==> src/rtl/sram_lane_pkg.sv <==
package sram_lane_pkg;

   typedef enum logic [2:0] {
      ST_IDLE,
      ST_TURN,
      ST_WSETUP,
      ST_WPULSE,
      ST_WHOLD,
      ST_READ,
      ST_DONE
   } ctl_state_e;

   function automatic int wait_cycles(input int access_ns, input int clk_ns);
      return (access_ns + clk_ns - 1) / clk_ns + 1;
   endfunction

endpackage

==> src/rtl/sram_wait_timer.sv <==
module sram_wait_timer #(
   parameter int CYCLES = 8
) (
   input  logic clk,
   input  logic rst_n,
   input  logic run,
   output logic last
);
   localparam int CW = $clog2(CYCLES + 1);

   logic [CW-1:0] cnt;

   if (CYCLES < 1) begin : g_bad_cycles
      $error("sram_wait_timer: CYCLES must be at least 1");
   end

   assign last = run && (cnt == CW'(CYCLES - 1));

   always_ff @(posedge clk or negedge rst_n) begin
      if (!rst_n)         cnt <= '0;
      else if (!run)      cnt <= '0;
      else if (last)      cnt <= '0;
      else                cnt <= cnt + 1'b1;
   end


   cnt_bound_chk: assert property (@(posedge clk) disable iff (!rst_n)
      cnt <= CW'(CYCLES - 1));

endmodule

==> src/rtl/sram_lane_steer.sv <==
module sram_lane_steer #(
   parameter int LANES = 2
) (
   input  logic [LANES-1:0]   mask,
   input  logic               sel,
   input  logic [LANES*8-1:0] rd_raw,
   output logic [LANES-1:0]   lane_n,
   output logic [LANES*8-1:0] rd_clean
);
   for (genvar g = 0; g < LANES; g++) begin : g_lane
      assign lane_n[g]          = !(sel && mask[g]);
      assign rd_clean[g*8 +: 8] = mask[g] ? rd_raw[g*8 +: 8] : 8'h00;
   end
endmodule

==> src/rtl/sram_lane_ctrl.sv <==
module sram_lane_ctrl
   import sram_lane_pkg::*;
#(
   parameter int ADDR_W    = 18,
   parameter int LANES     = 2,
   parameter int CLK_NS    = 10,
   parameter int ACCESS_NS = 70
) (
   input  logic                 clk,
   input  logic                 rst_n,
   input  logic                 req_valid,
   output logic                 req_ready,
   input  logic                 req_write,
   input  logic [ADDR_W-1:0]    req_addr,
   input  logic [LANES*8-1:0]   req_wdata,
   input  logic [LANES-1:0]     req_mask,
   output logic                 rsp_valid,
   output logic [LANES*8-1:0]   rsp_rdata,
   output logic                 mem_ce_n,
   output logic                 mem_we_n,
   output logic                 mem_oe_n,
   output logic [LANES-1:0]     mem_lane_n,
   output logic [ADDR_W-1:0]    mem_addr,
   output logic [LANES*8-1:0]   mem_dq_out,
   output logic                 mem_dq_oe,
   input  logic [LANES*8-1:0]   mem_dq_in
);
   localparam int DATA_W   = LANES * 8;
   localparam int WAIT_CYC = wait_cycles(ACCESS_NS, CLK_NS);

   if (ADDR_W < 1 || LANES < 1) begin : g_bad_shape
      $error("sram_lane_ctrl: ADDR_W and LANES must be positive");
   end
   if (CLK_NS < 1 || ACCESS_NS < 1) begin : g_bad_timing
      $error("sram_lane_ctrl: CLK_NS and ACCESS_NS must be positive");
   end

   ctl_state_e             state, state_nx;
   logic                   after_read;
   logic [ADDR_W-1:0]      addr_q;
   logic [DATA_W-1:0]      wdata_q;
   logic [LANES-1:0]       mask_q;
   logic [DATA_W-1:0]      rdata_q;
   logic [DATA_W-1:0]      rd_clean;
   logic                   accept;
   logic                   selected;
   logic                   tmr_run;
   logic                   tmr_last;

   assign accept   = req_valid && (state == ST_IDLE);
   assign selected = (state == ST_WSETUP) || (state == ST_WPULSE) ||
                     (state == ST_WHOLD)  || (state == ST_READ);
   assign tmr_run  = (state == ST_WPULSE) || (state == ST_READ);

   sram_wait_timer #(.CYCLES(WAIT_CYC)) u_timer (
      .clk   (clk),
      .rst_n (rst_n),
      .run   (tmr_run),
      .last  (tmr_last)
   );

   sram_lane_steer #(.LANES(LANES)) u_steer (
      .mask     (mask_q),
      .sel      (selected),
      .rd_raw   (mem_dq_in),
      .lane_n   (mem_lane_n),
      .rd_clean (rd_clean)
   );

   always_comb begin
      state_nx = state;
      case (state)
         ST_IDLE:
            if (accept) begin
               if (req_mask == '0)      state_nx = ST_DONE;
               else if (!req_write)     state_nx = ST_READ;
               else if (after_read)     state_nx = ST_TURN;
               else                     state_nx = ST_WSETUP;
            end
         ST_TURN:   state_nx = ST_WSETUP;
         ST_WSETUP: state_nx = ST_WPULSE;
         ST_WPULSE: if (tmr_last) state_nx = ST_WHOLD;
         ST_WHOLD:  state_nx = ST_DONE;
         ST_READ:   if (tmr_last) state_nx = ST_DONE;
         ST_DONE:   state_nx = ST_IDLE;
         default:   state_nx = ST_IDLE;
      endcase
   end

   always_ff @(posedge clk or negedge rst_n) begin
      if (!rst_n) begin
         state      <= ST_IDLE;
         after_read <= 1'b0;
         addr_q     <= '0;
         wdata_q    <= '0;
         mask_q     <= '0;
         rdata_q    <= '0;
      end else begin
         state <= state_nx;
         if (accept) begin
            addr_q  <= req_addr;
            wdata_q <= req_wdata;
            mask_q  <= req_mask;
         end
         if (state == ST_READ && tmr_last) begin
            rdata_q    <= rd_clean;
            after_read <= 1'b1;
         end else if (state == ST_WHOLD) begin
            after_read <= 1'b0;
         end
      end
   end

   assign req_ready  = (state == ST_IDLE);
   assign rsp_valid  = (state == ST_DONE);
   assign rsp_rdata  = rdata_q;
   assign mem_ce_n   = !selected;
   assign mem_we_n   = !(state == ST_WPULSE);
   assign mem_oe_n   = !(state == ST_READ);
   assign mem_dq_oe  = (state == ST_WSETUP) || (state == ST_WPULSE) || (state == ST_WHOLD);
   assign mem_addr   = addr_q;
   assign mem_dq_out = wdata_q;


   bus_oe_excl_chk: assert property (@(posedge clk) disable iff (!rst_n)
      mem_dq_oe |-> mem_oe_n);


   we_hold_chk: assert property (@(posedge clk) disable iff (!rst_n)
      (!mem_we_n && $past(!mem_we_n)) |->
         ($stable(mem_addr) && $stable(mem_dq_out) && $stable(mem_lane_n)));


   release_after_we_chk: assert property (@(posedge clk) disable iff (!rst_n)
      $fell(mem_dq_oe) |-> (mem_we_n && $past(mem_we_n)));


   idle_lanes_chk: assert property (@(posedge clk) disable iff (!rst_n)
      mem_ce_n |-> (&mem_lane_n));


   ready_idle_chk: assert property (@(posedge clk) disable iff (!rst_n)
      req_ready |-> (mem_ce_n && !mem_dq_oe));


   empty_mask_chk: assert property (@(posedge clk) disable iff (!rst_n)
      (req_valid && req_ready && (req_mask == '0)) |=> (rsp_valid && mem_ce_n));

endmodule

==> config.mk <==
export PLATFORM = sky130hd
export DESIGN_NAME = sram_lane_ctrl
export DESIGN_NICKNAME = d
export VERILOG_FILES = /design/src/rtl/sram_lane_pkg.sv /design/src/rtl/sram_wait_timer.sv /design/src/rtl/sram_lane_steer.sv /design/src/rtl/sram_lane_ctrl.sv
export SDC_FILE = /design/constraint.sdc
export NUM_CORES = 1
export LEC_CHECK = 0
export BUFFER_PORTS_ARGS = -buffer_cell sky130_fd_sc_hd__buf_2
export CAP_MARGIN = 20
export CORE_MARGIN = 1
export CORE_UTILIZATION = 43
export CTS_CLUSTER_DIAMETER = 40
export DETAILED_ROUTE_END_ITERATION = 16
export PLACE_DENSITY = 0.76
export REMOVE_ABC_BUFFERS = 1
export SLEW_MARGIN = 20
export SYNTH_ARGS = -nofsm -noshare
export SYNTH_HDL_FRONTEND = slang
export SYNTH_SLANG_ARGS = --single-unit
==> constraint.sdc <==
create_clock -name clk -period 1.3 [get_ports clk]
set_input_delay 0.26 -clock clk [delete_from_list [all_inputs] [get_ports clk]]
set_output_delay 0.26 -clock clk [all_outputs]
set_load 0.01 [all_outputs]
==> impl_metrics.py, run 1 <==
metrics = {
    "route": {
        "drc": 0,
        "drtAntennaViolNets": 0,
        "wl_um": 6940,
        "routedWlPerCell_um": 15.7,
        "drt_iter0_drc": 71,
        "firstDrtPassIters": 4,
        "post_drt_via_cell_ratio": 5.00,
        "vias": 2207,
    },
    "cells_and_area": {
        "syn2layout_area_growth_pct": 55.5,
        "final_cells": 441,
        "drive_gt1_frac": 0.678,
        "post-route-cell-area_um2": 4130,
        "diodes": 0,
        "n_fill_cell": 447,
        "post-route-util": 0.694,
        "nets": 418,
    },
    "timing": {
        "tightest_slew_ps": 456,
        "clock.fmax_mhz": 604,
        "final.setup.tns_ps": -15770,
        "worst_slack_ps": -355,
        "maxSlewViolCount": 0,
        "whs_ps": 156,
        "rsz0062_at_grt": "yes",
        "setup_viol": 63,
        "slew_headroom": 0.696,
        "period_needed_ps": 1650,
        "finalCritPeriodShare": 1.27,
        "skew_ps": 8.47,
        "hold_viol": 0,
    },
    "run_status": {
        "violations": "setup timing",
        "status": "complete, but fails checks",
    },
    "critical_path": {
        "required_ps": 1040,
        "endpoint": "mem_dq_oe",
        "worst_setup_path_start_kind": "register",
        "rr_worst_depth": 5,
        "worstPathArrival_ps": 1390,
        "crit_path_start": "state[1]",
        "cp_slowest_cell": "dfrtp_1",
        "critPathMaxStageDelay_ps": 370,
        "rrSetupSlack_ps": -340,
        "r2r_start": "state[1]",
        "crit_top_cell": "buf_6",
        "endpoint_kind": "output port",
        "path_max_fanout": 6,
        "critical_path_class": "register to output port",
        "r2r-end": "mem_dq_out[15]",
        "cp_cell_sequence": "buf_6, inv_2, and3_4, or2_4, buf_6",
    },
    "floorplanning": {
        "core-area_um2": 5960,
        "die_area_um2": 6500,
        "die_y_um": 80.6,
        "num_io_pins": 114,
        "die_w_um": 80.6,
        "row_count": 28,
        "initial_utilization": 0.446,
    },
    "grt": {
        "grt_max_degree": 37,
        "gr-usage-met1": 0.227,
        "grt_use_total": 0.199,
        "grt.met2_usage": 0.338,
        "grt_pass1_wl_um": 9450,
        "grt-busiest-layer": "met2",
        "antenna_found_initial": 0,
        "overflow": 0,
        "grt_use_met3": 0.0773,
        "first_global_vias": 2023,
    },
    "logic_synthesis": {
        "synth_area_um2": 2660,
        "synth-simple-area-share": 0.0881,
        "synthAdderAreaFrac": 0.00471,
        "seq_area_frac_synth": 0.565,
        "synth_compound_area_frac": 0.0805,
        "synth_seq_cells": 60,
        "synth_mux_area_frac": 0.199,
        "synth_xor_area_frac": 0.00659,
        "synth_top_family_by_area": "multiplexers",
        "synth_cells": 200,
        "avgSynthCellArea_um2": 13.3,
        "yosys_warnings": 0,
        "ys_types": 35,
    },
    "clock_tree": {
        "cts_tree": "done",
        "clock_sinks": 60,
        "cts_buffers": 9,
        "cts_buffer_depth": 2,
        "clock_latency_ps": 330,
        "clockRootBuffer": "clkbuf_8",
        "htreeDepth": 3,
        "clk_pin_slew_worst_paths_ps": 70,
    },
    "min_path": {
        "min_path_type": "input pin to register",
    },
    "placement": {
        "hpwl_um": 4240,
        "portBuffers": 113,
        "place_congestion": 0.788,
        "dp_cells": 400,
        "dpl_cell_area_um2": 3380,
    },
    "power": {
        "cellPowerDensity_nw_per_um2": 2100,
        "peakVddDrop_uv": 1260,
        "p_leak_nw": 2.02,
    },
    "flow_run": {
        "drv_cap": 0,
    },
}
-- power by group --
group / leakage [nW] / switching (mW) / internal, mW
registers: 0.679 / 0.447 / 2.56
logic: 1.23 / 1.63 / 2.23
clock network: 0.113 / 0.691 / 1.12
total: 2.02 / 2.77 / 5.90
-- metrics by stage --
| stage | setup slack (ps) | total power, mW |
|---|---|---|
| 3_5_place_dp | -172 | 5.95 |
| 5_1_grt | -406 | 9.17 |
| 6_report | -355 | 8.67 |
| 3_3_place_gp | -126 | 5.85 |
| 4_1_cts | -333 | 8.13 |
| 2_1_floorplan | -448 | 4.61 |
-- state kept, by name, indices dropped and copies added, names as in the netlist --
signal	flops
mask_q	2
state	3
u_timer.cnt	4
rsp_rdata	16
after_read	1
mem_dq_out	16
mem_addr	18
-- synthesized netlist by cell type (all sizes together) --
master / instances / area, um^2
mux2: 36 / 518
nor3: 2 / 21.3
xnor2: 1 / 8.76
and3b: 1 / 8.76
nor2: 6 / 22.5
nor2b: 2 / 12.5
nand3b: 2 / 18.8
a31oi: 2 / 12.5
o21ai: 34 / 170
nand2: 21 / 78.8
nand3: 1 / 5.00
dfrtp: 60 / 1500
mux2i: 1 / 10.0
a221oi: 1 / 8.76
xor2: 1 / 8.76
nand2b: 2 / 20.0
inv: 3 / 11.3
nor4: 1 / 6.26
o22ai: 1 / 6.26
a211o: 1 / 8.76
or2: 1 / 6.26
and2: 1 / 8.76
ha: 1 / 12.5
clkbuf: 4 / 16.3
a21o: 1 / 7.51
and3: 4 / 25.0
buf: 9 / 121
-- layout make-up --
type                            count  area, um^2  share of cell area
Inverter                            3        11.3             0.00273
Clock inverter                      5        75.1              0.0182
Multi-Input combinational cell    125        1190               0.288
Tap cell                           75        93.8              0.0227
Sequential cell                    60        1500               0.363
Timing Repair Buffer              162        1120               0.271
Clock buffer                       11         141              0.0342
-- kinds of logic (layout without fill, tap and decap cells) --
| kind of cell | Yosys count | after routing |
|---|---|---|
| and+or+nand+nor | 44 | 45 |
| muxes | 37 | 37 |
| xor gates and xnor gates | 2 | 2 |
| DFF | 60 | 60 |
| AOI/OAI and AO/OA | 40 | 40 |
| adders and majority gates | 1 | 1 |
| buffers and inverters | 16 | 181 |
-- repair_timing --
action / in CTS / in global routing
buffers inserted: 10 / 10
endpoints found under the hold margin: 60 / 0
setup endpoints to repair: 63 / 65
hold buffers: 1 / 0
pin swaps: 4 / 12
gates cloned: 2 / 3
resized for setup: 31 / 73
-- layer usage --
metal / vias up / part of all wire
li1: 1025 / -
met1: 1077 / 0.40
met2: 90 / 0.51
met3: 15 / 0.074
met4: 0 / 0.017
met5: - / 0
-- worst max-delay path, delay by kind of cell, from the launching register on --
family | cells | cell delay [ps]
buf+inv | 3 | 300
simple gates | 2 | 390
flops | 1 | 370
-- cell usage in the layout (no fill, tap or decap), types with 3 or more instances in the layout --
| cell | instances |
|---|---|
| buf_6 | 27 |
| o21ai_1 | 19 |
| buf_2 | 105 |
| nand2_1 | 17 |
| buf_4 | 24 |
| clkinv_2 | 3 |
| o21ai_2 | 13 |
| nand2_2 | 4 |
| dfrtp_1 | 60 |
| nor2_1 | 6 |
| clkbuf_8 | 10 |
| mux2_4 | 34 |
| inv_2 | 3 |
-- worst min-delay path by stage --
stage | slack (ps) | endpoint | start | cells after the start
6_report | 160 | mem_addr[14] | req_addr[14] | 2
5_1_grt | 140 | mem_dq_out[13] | req_wdata[13] | 2
4_1_cts | 140 | mem_addr[14] | req_addr[14] | 2
3_5_place_dp | 280 | mem_dq_out[15] | rst_n | 2
3_3_place_gp | 290 | mem_addr[12] | rst_n | 2
2_1_floorplan | -40 | after_read | rst_n | 0
Power figures use the tool's default switching activity.
==> inputs of run 2 (changes only) <==
--- a/config.mk
+++ b/config.mk
@@ -8,10 +8,9 @@
 export BUFFER_PORTS_ARGS = -buffer_cell sky130_fd_sc_hd__buf_2
 export CAP_MARGIN = 20
 export CORE_MARGIN = 1
-export CORE_UTILIZATION = 43
+export CORE_UTILIZATION = 25
 export CTS_CLUSTER_DIAMETER = 40
 export DETAILED_ROUTE_END_ITERATION = 16
-export PLACE_DENSITY = 0.76
 export REMOVE_ABC_BUFFERS = 1
 export SLEW_MARGIN = 20
 export SYNTH_ARGS = -nofsm -noshare
==> impl_metrics.py, run 2 (synthesis results as in run 1) <==
metrics = {
    "run_status": {
        "status": "complete, but fails checks",
        "violations": "setup timing",
    },
    "flow_run": {
        "drv_cap": 0,
    },
    "power": {
        "p_leak_nw": 1.99,
        "peakVddDrop_uv": 828,
        "cellPowerDensity_nw_per_um2": 2010,
        "p_total_mw": 8.28,
    },
    "placement": {
        "hpwl_um": 4580,
        "portBuffers": 113,
        "dp_cells": 455,
        "dp_slack_ps": -187,
        "place_congestion": 0.744,
    },
    "critical_path": {
        "worstPathArrival_ps": 1400,
        "path_max_fanout": 6,
        "critical_path_class": "register to output port",
        "required_ps": 1040,
        "endpoint_kind": "output port",
        "worst_setup_path_start_kind": "register",
    },
    "route": {
        "wl_um": 7060,
        "post_drt_via_cell_ratio": 4.38,
        "routedWlPerCell_um": 14.2,
        "drc": 0,
        "vias": 2180,
        "firstDrtPassIters": 4,
        "drt_iter0_drc": 80,
        "drtAntennaViolNets": 0,
    },
    "timing": {
        "setup_viol": 62,
        "finalCritPeriodShare": 1.27,
        "clock.fmax_mhz": 603,
        "maxSlewViolCount": 0,
        "slew_headroom": 0.737,
        "final.setup.tns_ps": -14680,
        "hold_viol": 0,
        "period_needed_ps": 1660,
        "skew_ps": 8.69,
        "rsz0062_at_grt": "yes",
        "tightest_slew_ps": 390,
        "whs_ps": 152,
        "worst_slack_ps": -357,
    },
    "cells_and_area": {
        "final_common_cell": "buf_2",
        "largest_register_ffs": 18,
        "nets": 415,
        "n_fill_cell": 1000,
        "drive_gt1_frac": 0.674,
        "syn2layout_area_growth_pct": 55.3,
        "diodes": 0,
        "layout_common_cells": "107 x buf_2, 60 x dfrtp_1, 35 x mux2_4",
        "final_cells": 498,
    },
    "grt": {
        "antenna_found_initial": 0,
        "grt_max_degree": 61,
        "grt_pass1_wl_um": 10900,
        "overflow": 0,
        "first_global_vias": 2227,
        "grt_use_total": 0.129,
    },
    "floorplanning": {
        "die_area_um2": 11000,
        "core-area_um2": 10300,
        "die_y_um": 105,
        "row_count": 37,
        "initial_utilization": 0.257,
        "num_io_pins": 114,
        "die_w_um": 105,
    },
    "clock_tree": {
        "clock_latency_ps": 330,
        "cts_tree": "done",
        "clock_sinks": 60,
        "clockRootBuffer": "clkbuf_8",
        "clk_pin_slew_worst_paths_ps": 70,
        "cts_buffers": 9,
        "cts_buffer_depth": 2,
        "htreeDepth": 3,
    },
    "min_path": {
        "min_path_type": "input pin to register",
    },
}
## run 2: changes by cell type in the layout (fill, tap and decap cells not counted), moves of 3 or more
cell	delta
buf_12	+5
buf_4	+4
buf_6	-12
clkbuf_8	+3
## run 2: per-layer routing
metal  global-route usage  share of wire  vias to the layer above
li1                     -              -                     1010
met1                0.157           0.42                     1092
met2                0.212           0.51                       62
met3               0.0331          0.040                       16
met4               0.0594          0.023                        0
met5                    0              0                        -
## run 2: cell type report
class,instances,area (um^2),area share
Clock buffer,14,183,0.0443
Sequential cell,60,1500,0.364
Multi-Input combinational cell,125,1180,0.286
Clock inverter,1,5.00,0.00121
Timing Repair Buffer,159,1070,0.260
Tap cell,136,170,0.0412
Inverter,3,11.3,0.00273
## run 2: report_power, final
| part | internal, mW | switching [mW] |
|---|---|---|
| registers | 2.56 | 0.462 |
| logic | 2.15 | 1.51 |
| clock network | 0.889 | 0.704 |
## run 2: metrics by stage
step,instance area (um^2),utilization
after global routing,4130,0.400
final,4130,0.400
after detailed placement,3430,0.333
after CTS,3990,0.386
after floorplan,2520,-
after global placement,3430,0.333
## run 2: worst paths after layout
path,start,to,slack [ps],cells past startpoint
setup / recovery,state[2],mem_dq_oe,-360,4
hold / removal,req_wdata[8],mem_dq_out[8],150,2
setup reg to reg,state[2],mem_dq_out[7],-330,6
hold reg to reg,mem_addr[5],mem_addr[5],510,1
max in group asynchronous,rst_n,mem_addr[0],580,3
min in group asynchronous,rst_n,mem_dq_out[8],460,3
## run 2: worst max-delay path, cell delays in order (launching register included)
cell     delay, ps
dfrtp_1        400
buf_6          150
and3_4         180
or2_4          220
buf_6          120
## run 2: timing repair
action,CTS,global route
buffers inserted,17,9
gates cloned,4,0
pin swaps,7,7
hold buffers,1,0
endpoints found under the hold margin,60,0
resized for setup,53,42
endpoints found under the setup margin,62,65
==> inputs of run 3 (changes only) <==
--- a/config.mk
+++ b/config.mk
@@ -11,7 +11,7 @@
 export CORE_UTILIZATION = 25
 export CTS_CLUSTER_DIAMETER = 40
 export DETAILED_ROUTE_END_ITERATION = 16
-export REMOVE_ABC_BUFFERS = 1
+export PLACE_DENSITY_LB_ADDON = 0.25
 export SLEW_MARGIN = 20
 export SYNTH_ARGS = -nofsm -noshare
 export SYNTH_HDL_FRONTEND = slang
==> impl_metrics.py, run 3 (synthesis results as in run 1) <==
metrics = {
    "run_status": {
        "status": "complete, but fails checks",
        "violations": "setup timing",
    },
    "power": {
        "peakVddDrop_uv": 861,
        "p_leak_nw": 2.04,
        "p_int_mw": 5.83,
        "p_switching_mw": 2.75,
        "swShare": 0.320,
        "clkPwrFrac": 0.215,
        "seqPwrFrac": 0.349,
        "cellPowerDensity_nw_per_um2": 2000,
        "pwr-share-comb": 0.436,
    },
    "cells_and_area": {
        "diodes": 0,
        "largest_register_ffs": 18,
        "nets": 412,
        "post-route-util": 0.415,
        "syn2layout_area_growth_pct": 61.1,
        "regArea_um2": 1500,
        "final_common_cell": "buf_2",
        "n_fill_cell": 1019,
        "drive_gt1_frac": 0.703,
        "layout_common_cells": "106 x buf_2, 60 x dfrtp_1, 35 x mux2_4",
        "multi_input_area_um2": 1220,
    },
    "floorplanning": {
        "die_y_um": 105,
        "core-area_um2": 10300,
        "num_io_pins": 114,
        "die_w_um": 105,
        "row_count": 37,
        "initial_utilization": 0.257,
        "die_area_um2": 11000,
    },
    "min_path": {
        "min_path_type": "input pin to register",
    },
    "clock_tree": {
        "clockRootBuffer": "clkbuf_8",
        "clock_latency_ps": 330,
        "cts_buffers": 9,
        "clock_sinks": 60,
        "cts_tree": "done",
        "htreeDepth": 3,
        "clk_pin_slew_worst_paths_ps": 70,
        "cts_buffer_depth": 2,
    },
    "grt": {
        "grt_use_total": 0.127,
        "grt_pass1_wl_um": 10800,
        "grt_max_degree": 34,
        "overflow": 0,
        "antenna_found_initial": 0,
        "first_global_vias": 2148,
    },
    "timing": {
        "whs_ps": 154,
        "setup_viol": 62,
        "worst_slack_ps": -335,
        "rsz0062_at_grt": "yes",
        "final.setup.tns_ps": -13980,
        "clock.fmax_mhz": 612,
        "period_needed_ps": 1630,
        "finalCritPeriodShare": 1.26,
        "skew_ps": 9.72,
        "maxSlewViolCount": 0,
        "tightest_slew_ps": 417,
        "slew_headroom": 0.722,
        "hold_viol": 0,
    },
    "critical_path": {
        "endpoint": "mem_dq_out[11]",
        "worst_setup_path_start_kind": "register",
        "critical_path_class": "register to register",
        "cp_slowest_cell": "dfrtp_1",
        "rr_worst_depth": 5,
        "cp.depth": 5,
        "critPathMaxStageDelay_ps": 390,
        "r2r-end": "mem_dq_out[11]",
        "cp_top_family": "simple AND/OR/NAND/NOR gates",
        "rrSetupSlack_ps": -330,
        "endpoint_kind": "register",
        "r2r_start": "state[1]",
        "path_max_fanout": 7,
        "worstPathArrival_ps": 1850,
        "crit_path_start": "state[1]",
        "required_ps": 1510,
        "crit_buf_inv": 2,
        "cp_cell_sequence": "buf_4, nor3_4, and2_4, clkbuf_16, mux2_4",
    },
    "flow_run": {
        "drv_cap": 0,
    },
    "placement": {
        "place_congestion": 0.749,
        "portBuffers": 113,
        "hpwl_um": 4470,
        "dp_slack_ps": -143,
    },
    "logic_synthesis": {
        "synth_fp_nets": 257,
    },
    "route": {
        "firstDrtPassIters": 4,
        "drc": 0,
        "wl_um": 7000,
        "vias": 2137,
        "post_drt_via_cell_ratio": 4.31,
        "drt_iter0_drc": 65,
        "routedWlPerCell_um": 14.1,
        "drtAntennaViolNets": 0,
    },
}
-- run 3: changes by cell type in the layout (fill, tap and decap cells not counted), moves of 2 or more --
cell and change:
buf_4 -10, o21ai_1 -10, o21ai_2 +8, clkbuf_16 +5, buf_6 +4, clkbuf_8 -4
buf_8 -2, bufinv_16 +2, clkinv_2 +2, o21ai_4 +2
-- run 3: timing repair --
| action | CTS | global route |
|---|---|---|
| pin swaps | 7 | 19 |
| endpoints found under the setup margin | 63 | 66 |
| hold buffers | 1 | 0 |
| resized for setup | 59 | 50 |
| setup buffers | 12 | 6 |
| cloned | 1 | 5 |
| endpoints found under the hold margin | 60 | 0 |
-- run 3: worst reg2reg max path, stage by stage, from the launching register on --
cell and delay (ps):
dfrtp_1 390, buf_4 150, nor3_4 180, and2_4 300, clkbuf_16 210, mux2_4 290
-- run 3: how the worst min path moves through the flow --
stage / from / endpoint / slack, ps / cells past startpoint
final: req_addr[4] / mem_addr[4] / 150 / 2
after global routing: req_addr[4] / mem_addr[4] / 130 / 2
after CTS: req_addr[3] / mem_addr[3] / 130 / 2
after detailed placement: rst_n / rsp_rdata[0] / 310 / 2
after global placement: rst_n / rsp_rdata[0] / 320 / 2
after floorplan: rst_n / after_read / -40 / 0
-- run 3: power by group through the flow --
stage	sequential, mW	combinational (mW)	clock (mW)
6_report	3.00	3.74	1.85
5_1_grt	3.09	4.02	2.01
4_1_cts	3.00	3.49	1.91
3_5_place_dp	3.02	2.97	0
3_3_place_gp	3.02	2.92	0
2_1_floorplan	3.19	1.56	0
-- run 3: layer usage --
layer | global-route usage | vias up | wire length (um)
met2 | 0.191 | 65 | 3230
met3 | 0.0281 | 12 | 350
met5 | 0 | - | 0
li1 | - | 1008 | -
met4 | 0.0573 | 0 | 108
met1 | 0.174 | 1052 | 3310
-- run 3: final cells by class --
class | count | share of cell area
clock inverters | 7 | 0.0213
well taps | 136 | 0.0398
repair buffers | 156 | 0.272
flip-flops and latches | 60 | 0.351
clock buffers | 9 | 0.0289
inverters | 3 | 0.00263
multi-input cells | 125 | 0.285
-- run 3: stage by stage --
step	instances	power, mW	cell area (um^2)
2_1_floorplan	200	4.75	2680
3_3_place_gp	457	5.94	3460
3_5_place_dp	457	5.99	3460
4_1_cts	487	8.40	3930
5_1_grt	496	9.12	4280
6_report	496	8.58	4280
